[config.mk]
export PLATFORM = sky130hd
export DESIGN_NAME = irq_cause_bank
export DESIGN_NICKNAME = d
export VERILOG_FILES = /design/src/rtl/irq_bank_pkg.sv /design/src/rtl/irq_bus_decode.sv /design/src/rtl/irq_mode_mask_reg.sv /design/src/rtl/irq_cause_reg.sv /design/src/rtl/irq_read_port.sv /design/src/rtl/irq_cause_bank.sv
export SDC_FILE = /design/constraint.sdc
export NUM_CORES = 1
export LEC_CHECK = 0
export ABC_AREA = 1
export BUFFER_PORTS_ARGS = -buffer_cell sky130_fd_sc_hd__buf_2
export CORE_MARGIN = 1.5
export CORE_UTILIZATION = 55
export CTS_BUF_LIST = sky130_fd_sc_hd__clkbuf_4 sky130_fd_sc_hd__clkbuf_8
export CTS_CLUSTER_DIAMETER = 120
export DETAILED_ROUTE_END_ITERATION = 10
export MAX_ROUTING_LAYER = met4
export PLACE_DENSITY = 0.77
export SLEW_MARGIN = 40
export SYNTH_ARGS = -nofsm -noshare
export SYNTH_HDL_FRONTEND = slang
export SYNTH_HIERARCHICAL = 1
export SYNTH_SLANG_ARGS = --single-unit
[constraint.sdc]
create_clock -name clk -period 1.6 [get_ports clk]
set_input_delay 0.32 -clock clk [delete_from_list [all_inputs] [get_ports clk]]
set_output_delay 0.32 -clock clk [all_outputs]
set_load 0.05 [all_outputs]
[src/rtl/irq_bank_pkg.sv]
package irq_bank_pkg;

   typedef enum logic [2:0] {
      SEL_MODE   = 3'd0,
      SEL_CAUSE  = 3'd1,
      SEL_MCAUSE = 3'd2,
      SEL_CSET   = 3'd3,
      SEL_MASK   = 3'd4,
      SEL_MSET   = 3'd5,
      SEL_MCLR   = 3'd6,
      SEL_NONE   = 3'd7
   } reg_sel_e;

   typedef struct packed {
      logic wr_mode;
      logic wr_cause;
      logic wr_mcause;
      logic wr_cset;
      logic wr_mask;
      logic wr_mset;
      logic wr_mclr;
      logic rd_cause;
      logic rd_mcause;
   } bank_strb_t;

endpackage

[src/rtl/irq_bus_decode.sv]
module irq_bus_decode
   import irq_bank_pkg::*;
#(
   parameter int ADDR_W = 5
) (
   input  logic              wr_en,
   input  logic              rd_en,
   input  logic [ADDR_W-1:0] addr,
   output reg_sel_e          sel,
   output bank_strb_t        strb
);

   logic hi_zero;

   generate
      if (ADDR_W > 5) begin : g_wide
         assign hi_zero = (addr[ADDR_W-1:5] == '0);
      end else begin : g_narrow
         assign hi_zero = 1'b1;
      end
   endgenerate

   always_comb begin
      if (hi_zero && (addr[1:0] == 2'b00))
         sel = reg_sel_e'(addr[4:2]);
      else
         sel = SEL_NONE;

      strb           = '0;
      strb.wr_mode   = wr_en && (sel == SEL_MODE);
      strb.wr_cause  = wr_en && (sel == SEL_CAUSE);
      strb.wr_mcause = wr_en && (sel == SEL_MCAUSE);
      strb.wr_cset   = wr_en && (sel == SEL_CSET);
      strb.wr_mask   = wr_en && (sel == SEL_MASK);
      strb.wr_mset   = wr_en && (sel == SEL_MSET);
      strb.wr_mclr   = wr_en && (sel == SEL_MCLR);
      strb.rd_cause  = rd_en && (sel == SEL_CAUSE);
      strb.rd_mcause = rd_en && (sel == SEL_MCAUSE);
   end

endmodule

[src/rtl/irq_mode_mask_reg.sv]
module irq_mode_mask_reg
   import irq_bank_pkg::*;
#(
   parameter int NUM_SRC = 32
) (
   input  logic               clk,
   input  logic               rst_n,
   input  bank_strb_t         strb,
   input  logic [NUM_SRC-1:0] wval,
   output logic [NUM_SRC-1:0] mode_q,
   output logic [NUM_SRC-1:0] mask_q
);

   always_ff @(posedge clk) begin
      if (!rst_n) begin
         mode_q <= '0;
         mask_q <= '1;
      end else begin
         if (strb.wr_mode)
            mode_q <= wval;
         if (strb.wr_mask)
            mask_q <= wval;
         else if (strb.wr_mset)
            mask_q <= mask_q | wval;
         else if (strb.wr_mclr)
            mask_q <= mask_q & ~wval;
      end
   end

endmodule

[src/rtl/irq_cause_reg.sv]
module irq_cause_reg
   import irq_bank_pkg::*;
#(
   parameter int NUM_SRC = 32
) (
   input  logic               clk,
   input  logic               rst_n,
   input  logic [NUM_SRC-1:0] evt_i,
   input  bank_strb_t         strb,
   input  logic [NUM_SRC-1:0] wval,
   input  logic [NUM_SRC-1:0] mode_q,
   input  logic [NUM_SRC-1:0] mask_q,
   output logic [NUM_SRC-1:0] cause_q
);

   logic wr_clr_any;
   assign wr_clr_any = strb.wr_cause | strb.wr_mcause;

   for (genvar i = 0; i < NUM_SRC; i++) begin : g_bit
      logic set_b, w1c_b, cor_b;
      assign set_b = evt_i[i] | (strb.wr_cset & wval[i]);
      assign w1c_b = wr_clr_any & wval[i] & ~mode_q[i];
      assign cor_b = mode_q[i] & (strb.rd_cause | (strb.rd_mcause & ~mask_q[i]));

      always_ff @(posedge clk) begin
         if (!rst_n)
            cause_q[i] <= 1'b0;
         else if (set_b)
            cause_q[i] <= 1'b1;
         else if (w1c_b | cor_b)
            cause_q[i] <= 1'b0;
      end
   end

endmodule

[src/rtl/irq_read_port.sv]
module irq_read_port
   import irq_bank_pkg::*;
#(
   parameter int NUM_SRC = 32,
   parameter int DATA_W  = 32
) (
   input  logic               clk,
   input  logic               rst_n,
   input  logic               rd_en,
   input  reg_sel_e           sel,
   input  logic [NUM_SRC-1:0] mode_q,
   input  logic [NUM_SRC-1:0] cause_q,
   input  logic [NUM_SRC-1:0] masked_w,
   input  logic [NUM_SRC-1:0] mask_q,
   output logic [DATA_W-1:0]  rdata
);

   logic [NUM_SRC-1:0] pick;
   logic [DATA_W-1:0]  pick_ext;

   always_comb begin
      unique case (sel)
         SEL_MODE:   pick = mode_q;
         SEL_CAUSE:  pick = cause_q;
         SEL_MCAUSE: pick = masked_w;
         SEL_MASK:   pick = mask_q;
         default:    pick = '0;
      endcase
   end

   generate
      if (DATA_W > NUM_SRC) begin : g_pad
         assign pick_ext = {{(DATA_W-NUM_SRC){1'b0}}, pick};
      end else begin : g_full
         assign pick_ext = pick;
      end
   endgenerate

   always_ff @(posedge clk) begin
      if (!rst_n)
         rdata <= '0;
      else if (rd_en)
         rdata <= pick_ext;
      else
         rdata <= '0;
   end

endmodule

[src/rtl/irq_cause_bank.sv]
module irq_cause_bank
   import irq_bank_pkg::*;
#(
   parameter int NUM_SRC = 32,
   parameter int DATA_W  = 32,
   parameter int ADDR_W  = 5
) (
   input  logic               clk,
   input  logic               rst_n,
   input  logic [NUM_SRC-1:0] evt_i,
   input  logic               wr_en,
   input  logic               rd_en,
   input  logic [ADDR_W-1:0]  addr,
   input  logic [DATA_W-1:0]  wdata,
   output logic [DATA_W-1:0]  rdata,
   output logic               irq_o
);

   generate
      if (NUM_SRC < 1 || NUM_SRC > DATA_W) begin : g_bad_src
         $error("NUM_SRC must lie between 1 and DATA_W");
      end
      if (ADDR_W < 5) begin : g_bad_addr
         $error("ADDR_W must be at least 5 to reach seven words");
      end
   endgenerate

   reg_sel_e           sel;
   bank_strb_t         strb;
   logic [NUM_SRC-1:0] wval;
   logic [NUM_SRC-1:0] mode_q;
   logic [NUM_SRC-1:0] mask_q;
   logic [NUM_SRC-1:0] cause_q;
   logic [NUM_SRC-1:0] masked_w;

   assign wval     = wdata[NUM_SRC-1:0];
   assign masked_w = cause_q & ~mask_q;
   assign irq_o    = |masked_w;

   irq_bus_decode #(.ADDR_W(ADDR_W)) u_dec (
      .wr_en (wr_en),
      .rd_en (rd_en),
      .addr  (addr),
      .sel   (sel),
      .strb  (strb)
   );

   irq_mode_mask_reg #(.NUM_SRC(NUM_SRC)) u_mm (
      .clk    (clk),
      .rst_n  (rst_n),
      .strb   (strb),
      .wval   (wval),
      .mode_q (mode_q),
      .mask_q (mask_q)
   );

   irq_cause_reg #(.NUM_SRC(NUM_SRC)) u_cause (
      .clk     (clk),
      .rst_n   (rst_n),
      .evt_i   (evt_i),
      .strb    (strb),
      .wval    (wval),
      .mode_q  (mode_q),
      .mask_q  (mask_q),
      .cause_q (cause_q)
   );

   irq_read_port #(.NUM_SRC(NUM_SRC), .DATA_W(DATA_W)) u_rd (
      .clk      (clk),
      .rst_n    (rst_n),
      .rd_en    (rd_en),
      .sel      (sel),
      .mode_q   (mode_q),
      .cause_q  (cause_q),
      .masked_w (masked_w),
      .mask_q   (mask_q),
      .rdata    (rdata)
   );

endmodule

**Word level (Yosys, flattened, before mapping)**

Index checks and enable logic that the tools add are counted.

- Equality and inequality tests: 6
- Muxes and demuxes: 69
- Bitwise operators: 326
- Reductions and logical operators: 46

Operators with widths:

| cell | number |
|---|---|
| $and A1 B1 Y1 | 160 |
| $pmux W32 S4 | 1 |
| $or A1 B1 Y1 | 97 |
| $mux W32 | 3 |
| $and A32 B32 Y32 | 2 |
| $mux W1 | 64 |
| $not A1 Y1 | 64 |
| $not A32 Y32 | 2 |
| $reduce_bool A2 Y1 | 32 |
| $or A32 B32 Y32 | 1 |
| $reduce_or A32 Y1 | 1 |
| $eq A3 B3 Y1 const B | 3 |
| $logic_and A1 B1 Y1 | 9 |
| $eq A3 B2 Y1 const B | 2 |
| $eq A3 B1 Y1 const B | 1 |
| $logic_not A3 Y1 | 1 |
| $mux W3 | 1 |
| $reduce_bool A3 Y1 | 1 |
| $logic_not A2 Y1 | 1 |
| $reduce_and A2 Y1 | 1 |

- Bits in registers: 128
- Input port bits: 73
- Output and inout bits: 33
- Word-level logic and storage cells: 482

**Logic depth before layout (Yosys ltp)**

- Word-level depth: 10
- Gate-level depth with buffers: 10
- Gate-level depth less buffers: 9

**Hierarchy**

The synthesis kept the hierarchy.

By module, submodules not included:

| module | times used | cells an instance | area each (um^2) | sequential area each (um^2) |
|---|---|---|---|---|
| irq_mode_mask_reg | 1 | 347 | 2543.7 | 1281.2 |
| irq_cause_reg | 1 | 371 | 2183.3 | 640.6 |
| irq_read_port | 1 | 326 | 2030.7 | 640.6 |
| irq_cause_bank | 1 | 127 | 489.2 | 0.0 |
| irq_bus_decode | 1 | 26 | 115.1 | 0.0 |

**Worst setup path before layout**

OpenSTA, ideal clock, no wires.

- Kind: in2reg
- From: in addr[1]
- To: reg (tool-made name)
- Library setup time: 0.115 ns
- Arrival: 1.356 ns
- Required time: 1.485 ns
- Setup slack: 0.129 ns
- Stages: 9
- Buffers on the path: 1
- Path through: nor2_4 nand3_1 nor2_1 inv_2 buf_4 nand2_1 nand2_1 nand2_1 nand2_1

RTL lines:

| element | line | source |
|---|---|---|
| start, declared | irq_cause_bank.sv:13 | `input logic [ADDR_W-1:0] addr,` |

**Worst setup path in the final report**

- From: reg u_cause.cause_q[0]
- To: out irq_o

- Cells in the longest elaborated chain, start to end: 2

Ends and longest elaborated chain:

| element | line | source |
|---|---|---|
| start, declared | irq_cause_reg.sv:13 | `output logic [NUM_SRC-1:0] cause_q` |
| start signal, assigned by index | irq_cause_reg.sv:27 | `cause_q[i] <= 1'b0;` |
| start signal, assigned by index | irq_cause_reg.sv:29 | `cause_q[i] <= 1'b1;` |
| start signal, assigned by index | irq_cause_reg.sv:31 | `cause_q[i] <= 1'b0;` |
| $and A32 B32 Y32 | irq_cause_bank.sv:37 | `assign masked_w = cause_q & ~mask_q;` |
| $reduce_or A32 Y1 | irq_cause_bank.sv:38 | `assign irq_o = \|masked_w;` |
| end, declared | irq_cause_bank.sv:16 | `output logic irq_o` |

Every way passes these cells.

==> impl_metrics.toml <==
[status]
status = "finished, violations left"
violations = "setup timing"

[yosys]
yosysSeqAreaShare = 0.348
synth_area_leaders = "dfxtp_1 35%, nand2_1 17%, inv_1 8.4%, a21oi_1 7.6%, nand3_1 6.8%"
syn-num-nets = 1270
synthCells = 1197
ys_seq_elements = 128
synth_top_area_share = 0.348
syn_area_per_cell_um2 = 6.15
yosysWarnings = 6
synth.distinct_cells = 23
synth_largest_area_cell = "dfxtp_1"
synth_area_um2 = 7360

[timing]
setup_ws_ps = -306
finalSetupTns_ps = -306
finalHoldViolCount = 0
skew_ps = 7.46
fmax_mhz = 525
worst_pin_slew_ps = 455
fin_crit_ps = 1910
fin_crit_sh = 1.19
drv_slew = 0
max-slew-margin-rel = 0.696
rsz0062_at_grt = "true"
setup_viol_count_final = 1

[placed_design]
dp.cells = 1483
gp_congestion = 0.893
dpl.hpwl_um = 15300
io_buffers = 105
place_ws_ps = -266
dpl_cell_area_um2 = 8470

[clock_network]
clk_path_buf_depth = 2
clk_latency_ps = 460
root_buffer = "clkbuf_8"
hold_buffers = 0
path_clk_slew_ps = 80
clkSinkCount = 128
numCtsBuffers = 17
htreeDepth = 4
cts_tree = "yes"

[cells_and_area]
syn_to_final_growth_pct = 24.3
layout.cells.non_filler = 1531
layout_commonest_cell = "nand2_1"
stdcell_area_um2 = 9150
nFillCells = 1153
fin_nets = 1416
multi_input_area_um2 = 3880
seqCellArea_um2 = 2600
drive_gt1_frac = 0.268
antenna_cells = 0
final_cell_mix = "306 x nand2_1, 160 x inv_1, 121 x nor2_1, 112 x a21oi_1, 104 x buf_2"
final_core_util = 0.696

[detailed_routing]
viasPerCell = 5.39
post_drt_wl_per_cell_um = 15.2
ant_nets = 0
drc = 0
wl_um = 23300
drtIter0Drc = 912
first_pass_iters = 6
vias = 8256

[setup_path]
cp_max_fo = 3
arrival_ps = 1590
crit_type = "reg2out"
required_ps = 1280
r2r_end = "u_rd/rdata[30]$_SDFF_PN0_"
r2r_setup_slack_ps = 610
end_kind = "primary output"
r2r_cells = 7
critPathLaunchType = "register"

[grt]
first_global_vias = 7596
grt_pass1_wl_um = 37100
grt_overflow_total = 0
grt_usage = 0.340
grt_max_degree = 33
grt_antenna_before_repair = 0

[power]
p_clk_frac = 0.398
p_leak_nw = 5.06
power.density_nw_per_um2 = 790
ir_worst_vdd_mv = 0.649
p_int_mw = 5.22
seq_power_share = 0.466
sw_frac_of_total = 0.278
p_comb_frac = 0.136
p_switching_mw = 2.01

[die]
initial_core_util = 0.560
ios = 106
die_x_um = 119
die_h_um = 119
rows = 42
die_area_um2 = 14100
core_um2 = 13100

[hold_path]
hold_start = "evt_i[26]"
hold_depth = 3
hold_class = "in2reg"
worstHoldEndpoint = "u_cause/cause_q[26]$_SDFFE_PN0P_"

[run]
drv_cap = 0
-- worst max-delay path: stages (launching register included) --
cell	delay, ps
dfxtp_1	340
nand2_1	100
nand2_2	50
nor2_2	150
nand2_2	100
nor2_2	130
nand2_2	80
buf_8	150
-- cell families after synthesis --
family | synth area share
compound gates | 0.130
buf+inv | 0.141
flops | 0.348
simple gates | 0.381
-- cell usage after synthesis (all sizes together) --
cell / count
o21ai: 64
nand3: 100
nand4: 34
or2: 7
nor2: 166
inv: 167
dfxtp: 128
a21oi: 121
clkbuf: 14
buf: 54
nand2: 342
-- per-stage QoR --
step	hold slack, ps	total power [mW]
2_1_floorplan	444	3.94
3_3_place_gp	460	4.30
3_5_place_dp	467	4.32
4_1_cts	94.3	7.18
5_1_grt	116	7.48
6_report	105	7.23
-- power by group through the flow --
stage	Clock, mW	Combinational, mW	Sequential, mW
after floorplan	0	0.515	3.42
after global placement	0	0.878	3.43
after detailed placement	0	0.895	3.43
after CTS	2.89	0.934	3.36
after global routing	3.04	1.07	3.37
final	2.88	0.985	3.36
-- worst max path at each step --
stage	start	end	slack, ps
finish	u_cause/cause_q[0]$_SDFFE_PN0P_	irq_o	-310
global route	register	irq_o	-340
CTS	register	irq_o	-280
detailed placement	addr[1]	u_rd/rdata[6]$_SDFF_PN0_	-270
global placement	addr[3]	u_cause/cause_q[13]$_SDFFE_PN0P_	-280
floorplan	addr[1]	register	130
-- repair_timing --
action                     4_1_cts  5_1_grt
setup buffers                   13        4
resized for setup               36       46
pin swaps                       13       18
setup endpoints to repair        1        1
-- metal layers --
metal	track usage	wire (um)	up-vias
met5	-	0	-
met4	0.148	635	0
met3	0.0589	2360	75
met2	0.527	10800	489
met1	0.437	9520	3656
li1	-	-	4036
-- layout make-up --
cell class	instances	share of cell area
clock buffers	19	0.0272
clock inverters	12	0.0157
inverters	167	0.0688
multi-input cells	834	0.425
flip-flops and latches	128	0.285
well taps	176	0.0241
repair buffers	195	0.155
Power figures use the tool's default switching activity.
